--- config.mk ---
export PLATFORM = sky130hd
export DESIGN_NAME = ivt_channel
export DESIGN_NICKNAME = d
export VERILOG_FILES = /design/src/rtl/ivt_pkg.sv /design/src/rtl/ivt_edge_det.sv /design/src/rtl/ivt_step_sel.sv /design/src/rtl/ivt_capture.sv /design/src/rtl/ivt_channel.sv
export SDC_FILE = /design/constraint.sdc
export NUM_CORES = 1
export LEC_CHECK = 0
export BUFFER_PORTS_ARGS = -buffer_cell sky130_fd_sc_hd__buf_4
export CAP_MARGIN = 20
export CORE_ASPECT_RATIO = 0.9
export CORE_MARGIN = 4
export CORE_UTILIZATION = 50
export CTS_BUF_LIST = sky130_fd_sc_hd__clkbuf_8
export DETAILED_ROUTE_END_ITERATION = 10
export GPL_TIMING_DRIVEN = 0
export PLACE_DENSITY = 0.79
export SYNTH_ARGS = -nofsm -noshare
export SYNTH_HDL_FRONTEND = slang
export SYNTH_HIERARCHICAL = 1
export SYNTH_SLANG_ARGS = --single-unit
--- constraint.sdc ---
create_clock -name clk -period 2.1 [get_ports clk]
set_input_delay 0.105 -clock clk [delete_from_list [all_inputs] [get_ports clk]]
set_output_delay 0.105 -clock clk [all_outputs]
set_load 0.1 [all_outputs]
--- src/rtl/ivt_pkg.sv ---
package ivt_pkg;
   typedef enum logic [1:0] {
      MODE_PER32 = 2'd0,
      MODE_SPLIT = 2'd1,
      MODE_ACCUM = 2'd2,
      MODE_CAPT  = 2'd3
   } ivt_mode_e;

   typedef enum logic [1:0] {
      ST_IDLE = 2'd0,
      ST_WAIT = 2'd1,
      ST_RUN  = 2'd2,
      ST_HALT = 2'd3
   } ivt_state_e;
endpackage

--- src/rtl/ivt_edge_det.sv ---
module ivt_edge_det #(
   parameter bit RISE = 1'b1
) (
   input  logic clk,
   input  logic rst_n,
   input  logic lvl_in,
   output logic edge_out
);
   logic lvl_q;

   always_ff @(posedge clk or negedge rst_n) begin
      if (!rst_n) lvl_q <= 1'b0;
      else        lvl_q <= lvl_in;
   end

   generate
      if (RISE) begin : g_rise
         assign edge_out = lvl_in & ~lvl_q;
      end else begin : g_fall
         assign edge_out = ~lvl_in & lvl_q;
      end
   endgenerate

   // one edge per held level
   AST_EDGE_SINGLE: assert property (@(posedge clk) disable iff (!rst_n)
      edge_out |=> !edge_out);
endmodule

--- src/rtl/ivt_step_sel.sv ---
module ivt_step_sel #(
   parameter bit CHAIN_EN = 1'b1
) (
   input  logic       accum_mode,
   input  logic       chain_mode,
   input  logic       tick_en,
   input  logic       chain_in,
   input  logic       trig_edge,
   output logic       step
);
   logic base_step;

   generate
      if (CHAIN_EN) begin : g_chain
         assign base_step = chain_mode ? chain_in : tick_en;
      end else begin : g_nochain
         logic unused_chain;
         assign unused_chain = chain_mode ^ chain_in;
         assign base_step    = tick_en;
      end
   endgenerate

   assign step = accum_mode ? trig_edge : base_step;
endmodule

--- src/rtl/ivt_capture.sv ---
module ivt_capture #(
   parameter int W      = 32,
   parameter bit CAP_EN = 1'b1
) (
   input  logic         clk,
   input  logic         rst_n,
   input  logic         strobe,
   input  logic [W-1:0] cnt,
   output logic [W-1:0] cap
);
   generate
      if (CAP_EN) begin : g_cap
         always_ff @(posedge clk or negedge rst_n) begin
            if (!rst_n)      cap <= '0;
            else if (strobe) cap <= ~cnt;
         end

         AST_CAPTURE_INV: assert property (@(posedge clk) disable iff (!rst_n)
            strobe |=> cap == ~$past(cnt));
      end else begin : g_nocap
         logic unused_cap;
         assign unused_cap = strobe ^ (^cnt) ^ clk ^ rst_n;
         assign cap        = '0;
      end
   endgenerate
endmodule

--- src/rtl/ivt_channel.sv ---
module ivt_channel
   import ivt_pkg::*;
#(
   parameter int CNT_W    = 32,
   parameter bit CHAIN_EN = 1'b1,
   parameter bit CAP_EN   = 1'b1
) (
   input  logic             clk,
   input  logic             rst_n,
   input  logic             enable,
   input  logic             tick_en,
   input  logic             trig_in,
   input  logic             chain_in,
   input  logic [1:0]       mode_sel,
   input  logic             start_on_trig,
   input  logic             stop_on_timeout,
   input  logic             reload_on_trig,
   input  logic             chain_mode,
   input  logic [CNT_W-1:0] reload_val,
   output logic [CNT_W-1:0] count,
   output logic             timeout_pulse,
   output logic             flag_set_req,
   output logic             pretrig,
   output logic [CNT_W-1:0] capture_val,
   output logic             active
);
   localparam int HALF_W = CNT_W / 2;

   generate
      if ((CNT_W % 2) != 0 || CNT_W < 4) begin : g_bad_width
         $error("ivt_channel: CNT_W must be even and at least 4");
      end
   endgenerate

   ivt_mode_e        mode;
   ivt_state_e       state_q;
   logic [CNT_W-1:0] cnt_q, load_val, dec_val;
   logic             en_q, en_rise, trig_edge, step, expire;
   logic             pulse_q, flag_q, pre_q, cap_strobe;
   logic [HALF_W-1:0] lo_half, hi_half;

   assign mode     = ivt_mode_e'(mode_sel);
   assign en_rise  = enable & ~en_q;
   assign load_val = (mode == MODE_CAPT) ? {CNT_W{1'b1}} : reload_val;
   assign lo_half  = cnt_q[HALF_W-1:0];
   assign hi_half  = cnt_q[CNT_W-1:HALF_W];
   assign expire   = (cnt_q == '0);

   always_comb begin
      if (mode == MODE_SPLIT) begin
         if (lo_half != '0) dec_val = {hi_half, lo_half - 1'b1};
         else               dec_val = {hi_half - 1'b1, lo_half};
      end else begin
         dec_val = cnt_q - 1'b1;
      end
   end

   ivt_edge_det #(.RISE(1'b1)) u_trig_edge (
      .clk      (clk),
      .rst_n    (rst_n),
      .lvl_in   (trig_in),
      .edge_out (trig_edge)
   );

   ivt_step_sel #(.CHAIN_EN(CHAIN_EN)) u_step_sel (
      .accum_mode (mode == MODE_ACCUM),
      .chain_mode (chain_mode),
      .tick_en    (tick_en),
      .chain_in   (chain_in),
      .trig_edge  (trig_edge),
      .step       (step)
   );

   assign cap_strobe = enable && (state_q == ST_RUN) && (mode == MODE_CAPT) && trig_edge;

   ivt_capture #(.W(CNT_W), .CAP_EN(CAP_EN)) u_capture (
      .clk    (clk),
      .rst_n  (rst_n),
      .strobe (cap_strobe),
      .cnt    (cnt_q),
      .cap    (capture_val)
   );

   always_ff @(posedge clk or negedge rst_n) begin
      if (!rst_n) begin
         en_q    <= 1'b0;
         state_q <= ST_IDLE;
         cnt_q   <= '0;
         pulse_q <= 1'b0;
         flag_q  <= 1'b0;
         pre_q   <= 1'b0;
      end else begin
         en_q    <= enable;
         pulse_q <= 1'b0;
         flag_q  <= 1'b0;
         if (mode != MODE_SPLIT) pre_q <= 1'b0;
         if (!enable) begin
            state_q <= ST_IDLE;
            pre_q   <= 1'b0;
         end else if (en_rise) begin
            cnt_q   <= load_val;
            pre_q   <= 1'b0;
            state_q <= (start_on_trig || mode == MODE_ACCUM) ? ST_WAIT : ST_RUN;
         end else begin
            unique case (state_q)
               ST_WAIT: begin
                  if (trig_edge) begin
                     cnt_q   <= load_val;
                     state_q <= ST_RUN;
                  end
               end
               ST_RUN: begin
                  if (reload_on_trig && trig_edge && mode != MODE_ACCUM) begin
                     cnt_q <= load_val;
                     pre_q <= 1'b0;
                  end else if (step) begin
                     if (expire) begin
                        cnt_q   <= load_val;
                        pulse_q <= 1'b1;
                        flag_q  <= 1'b1;
                        pre_q   <= 1'b0;
                        if (stop_on_timeout) state_q <= ST_HALT;
                     end else begin
                        cnt_q <= dec_val;
                        if (mode == MODE_SPLIT)
                           pre_q <= (dec_val[HALF_W-1:0] == '0);
                     end
                  end
               end
               default: ;
            endcase
         end
      end
   end

   assign count         = cnt_q;
   assign timeout_pulse = pulse_q;
   assign flag_set_req  = flag_q;
   assign pretrig       = pre_q;
   assign active        = (state_q == ST_WAIT) || (state_q == ST_RUN);

   AST_PULSE_SINGLE: assert property (@(posedge clk) disable iff (!rst_n)
      (timeout_pulse && reload_val > 1) |=> !timeout_pulse);
   AST_FLAG_WITH_PULSE: assert property (@(posedge clk) disable iff (!rst_n)
      $rose(timeout_pulse) |-> flag_set_req);
   AST_FROZEN_OFF: assert property (@(posedge clk) disable iff (!rst_n)
      !enable |=> $stable(count));
   AST_LOAD_ON_ENABLE: assert property (@(posedge clk) disable iff (!rst_n)
      (en_rise && mode != MODE_CAPT) |=> count == $past(reload_val));
   AST_HALT_HOLDS: assert property (@(posedge clk) disable iff (!rst_n)
      (state_q == ST_HALT && enable) |=> ($stable(count) && !timeout_pulse));
   AST_PRETRIG_SPLIT_ONLY: assert property (@(posedge clk) disable iff (!rst_n)
      (mode != MODE_SPLIT) |=> !pretrig);
   AST_ACCUM_IGNORES_TICK: assert property (@(posedge clk) disable iff (!rst_n)
      (mode == MODE_ACCUM && state_q == ST_RUN && enable && !trig_edge) |=> $stable(count));
endmodule

==> out/summary.json <==
{
  "drt_drc_violations_left": 0,
  "first_pass_grt_wire_length_um": 24300,
  "die-area_um2": 10200,
  "report.final.slew_viol_count": 0,
  "num-nets-final": 692,
  "wl_per_cell_um": 21.1,
  "synth.top_cells.by_area": "dfrtp_1, mux2i_1, o21ai_0",
  "globalRoute.totalOverflow": 0,
  "postRouteWirelength_um": 16100,
  "tritoncts.num_buffers": 9,
  "die_extent_in_y_um": 96.0,
  "r2r_setup_slack_ps": -250,
  "finClkSkew_ps": 12.5,
  "cts_tree": "built",
  "power_per_cell_area_nw_per_um2": 1080,
  "post-synth-top-count-cell": "dfrtp_1",
  "die_w_um": 106,
  "leakagePower_nw": 2.73,
  "synth_common_cells": "dfrtp_1, inv_1, o21ai_0, a21oi_1",
  "combinational_family_with_the_most_area_after_synthesis": "compound AO/OA/AOI/OAI gates",
  "wl_met2_um": 7660,
  "drive_above_1_share_pct": 49.2,
  "globalplace.congestion": 0.941,
  "timing.critical_path.fanout_max": 5,
  "nFillCells": 569,
  "grt_util_all_layers_pct": 30.9,
  "critical_path_arrival_ps": 2580,
  "place.port_buffers": 111,
  "grt_pass1_vias": 4581,
  "dpl.hpwl_um": 10400,
  "synth_area_per_cell_um2": 8.98,
  "synth_compound_area_share_pct": 21.2,
  "placeableCoreArea_um2": 8220,
  "wl_met1_um": 6480,
  "preCtsSetupSlack_ps": -433,
  "grt_setup_unrepaired": "true",
  "post_synth_inst_count": 479,
  "largest_net_degree_at_the_start_of_global_routing": 71,
  "top_layer": "met4",
  "met3_length_um": 1490,
  "drtAntennaViolNets": 0,
  "post_synthesis_adder_cell_area_fraction_pct": 1.45,
  "run_status": "complete, but fails checks",
  "rows": 31,
  "initial_core_util_pct": 52.3,
  "post-synth-top-area-cell": "dfrtp_1",
  "failed_checks": "negative setup slack",
  "total_of_endpoints_with_negative_setup_slack_in_the_final_report": 60,
  "yosys_most_used_dff": "dfrtp_1",
  "tns_ps": -6190,
  "synthDistinctLibCells": 63,
  "final_core_utilization_pct": 79.8,
  "critical_path.startpoint_type": "flip-flop",
  "synth.net_count": 528,
  "synth_xor_xnor_area_share_pct": 1.02,
  "yosys-mux-area-fraction_pct": 7.71,
  "cp-end-kind": "flip-flop",
  "finalWorstSetupSlack_ps": -254,
  "achievable-frequency_mhz": 425,
  "slew_at_the_pin_closest_to_its_max_slew_limit_ps": 880,
  "boundary_pin_count": 112,
  "antenna-diode-count": 0,
  "timing.critical_path.required_ps": 2330,
  "grt_antenna_before_repair": 0,
  "multi_input_comb_area_um2": 2670,
  "ratio_of_final_minimum_period_to_clock_period_pct": 112,
  "final_hold_viol_count": 0,
  "register_area_um2": 1820,
  "period_minus_slack_ps": 2350,
  "max_cap_violations": 0,
  "detailedRoute.firstIterationViolations": 491,
  "h-tree-depth": 3,
  "synth-seq-area-share_pct": 40.7,
  "setup.worst_path.class": "reg2reg",
  "clkLatencyLatePin_ps": 360,
  "slew_headroom_pct": 41.3,
  "routed-via-count": 4743,
  "synth.cell_area_um2": 4300,
  "sink_count": 70,
  "clkSlewWorstSetupHoldPaths_ps": 80,
  "dr.pass1.iters": 5,
  "cts_root_buf": "clkbuf_8",
  "post-synth-top-area-fraction_pct": 40.7,
  "clockBufferDepth": 2,
  "yosys.area_share.simple_pct": 19.0,
  "holdCritPathClass": "in2reg",
  "synth-seq-cells": 70,
  "edff_count_synth": 0,
  "ys_warn_count": 6,
  "share_of_synthesized_registers_carrying_an_async_set_or_reset_pct": 100,
  "viasPerCell": 6.22,
  "area_delta_synth_final_pct": 52.6,
  "irDropWorstVdd_mv": 0.926
}
critical path, stage by stage, from the launching register on:
cell,delay [ps]
dfrtp_4,510
inv_4,80
ha_4,130
nor4b_4,240
nand4_1,290
o21ai_2,250
buf_6,140
nand2b_4,90
clkbuf_16,190
o211ai_1,190
o211ai_1,120
flip-flops by register name (all words and copies together) (netlist names):
name,cells
u_capture/cap,32
u_trig_edge/lvl_q,1
state_q,2
pretrig,1
count,32
en_q,1
flag_set_req,1
report_power, final:
| group | internal (W) | switching [W] |
|---|---|---|
| Sequential | 0.00166 | 0.000440 |
| Clock | 0.000590 | 0.000591 |
| Combinational | 0.000961 | 0.00287 |
placed cells by master (no fill, tap or decap), types with 8 or more instances in the layout:
cell / n
buf_6: 14
nand2_1: 27
clkbuf_8: 10
o21ai_0: 15
dfrtp_1: 39
inv_1: 44
a21oi_2: 11
o21ai_2: 14
buf_4: 142
buf_8: 10
nand3_1: 12
a21oi_1: 22
o211ai_1: 10
dfrtp_2: 21
nor2_1: 22
o21ai_1: 13
mux2i_1: 32
nor3_1: 8
nor3_2: 8
dfrtp_4: 10
path summary, 6_finish.rpt:
check,start,end,depth (start not counted)
setup / recovery,count[1],count[25],10
hold / removal,reload_val[18],count[18],3
setup reg to reg,count[1],count[25],10
hold reg to reg,u_capture/cap[17],u_capture/cap[17],2
max in group asynchronous,rst_n,count[8],2
min in group asynchronous,rst_n,u_capture/cap[3],2
cell families (layout without fill, tap and decap cells):
logic type,count (synthesis),after routing
AO/OA/AOI/OAI,146,146
AND/OR/NAND/NOR,144,144
buffers and inverters,76,245
flip-flops,70,70
multiplexers,33,33
adder cells (fa/ha/maj),5,5
XOR/XNOR,5,5
metal layers:
layer,GRT usage [%],vias to the layer above
li1,-,2084
met1,41.3,2295
met2,50.5,305
met3,5.23,59
met4,12.4,0
met5,0,-
cell type report:
cell class,count,share of cell area (%)
Inverter,48,2.86
Clock inverter,6,1.05
Timing Repair Buffer,157,19.5
Multi-Input combinational cell,333,40.7
Tap cell,115,2.19
Buffer,24,3.85
Clock buffer,10,2.10
Sequential cell,70,27.7
what timing repair did:
action | in CTS | in global routing
pin swaps | 33 | 19
gates resized for setup | 61 | 69
cloned | 4 | 0
buffers inserted | 34 | 6
endpoints found under the setup margin | 36 | 36
hold endpoints to repair | 73 | 0
hold buffers | 4 | 0
through the flow:
stage / cell area [um2] / total power [W] / hold WS, ps / std cells
6_report: 6560 / 0.00711 / 34.9 / 763
5_1_grt: 6560 / 0.00735 / 27.1 / 763
4_1_cts: 6300 / 0.00696 / 24.8 / 760
3_5_place_dp: 5470 / 0.00557 / 228 / 705
3_3_place_gp: 5470 / 0.00551 / 227 / 705
2_1_floorplan: 4500 / 0.00469 / -191 / 479
(Power assumes the default switching activity.)
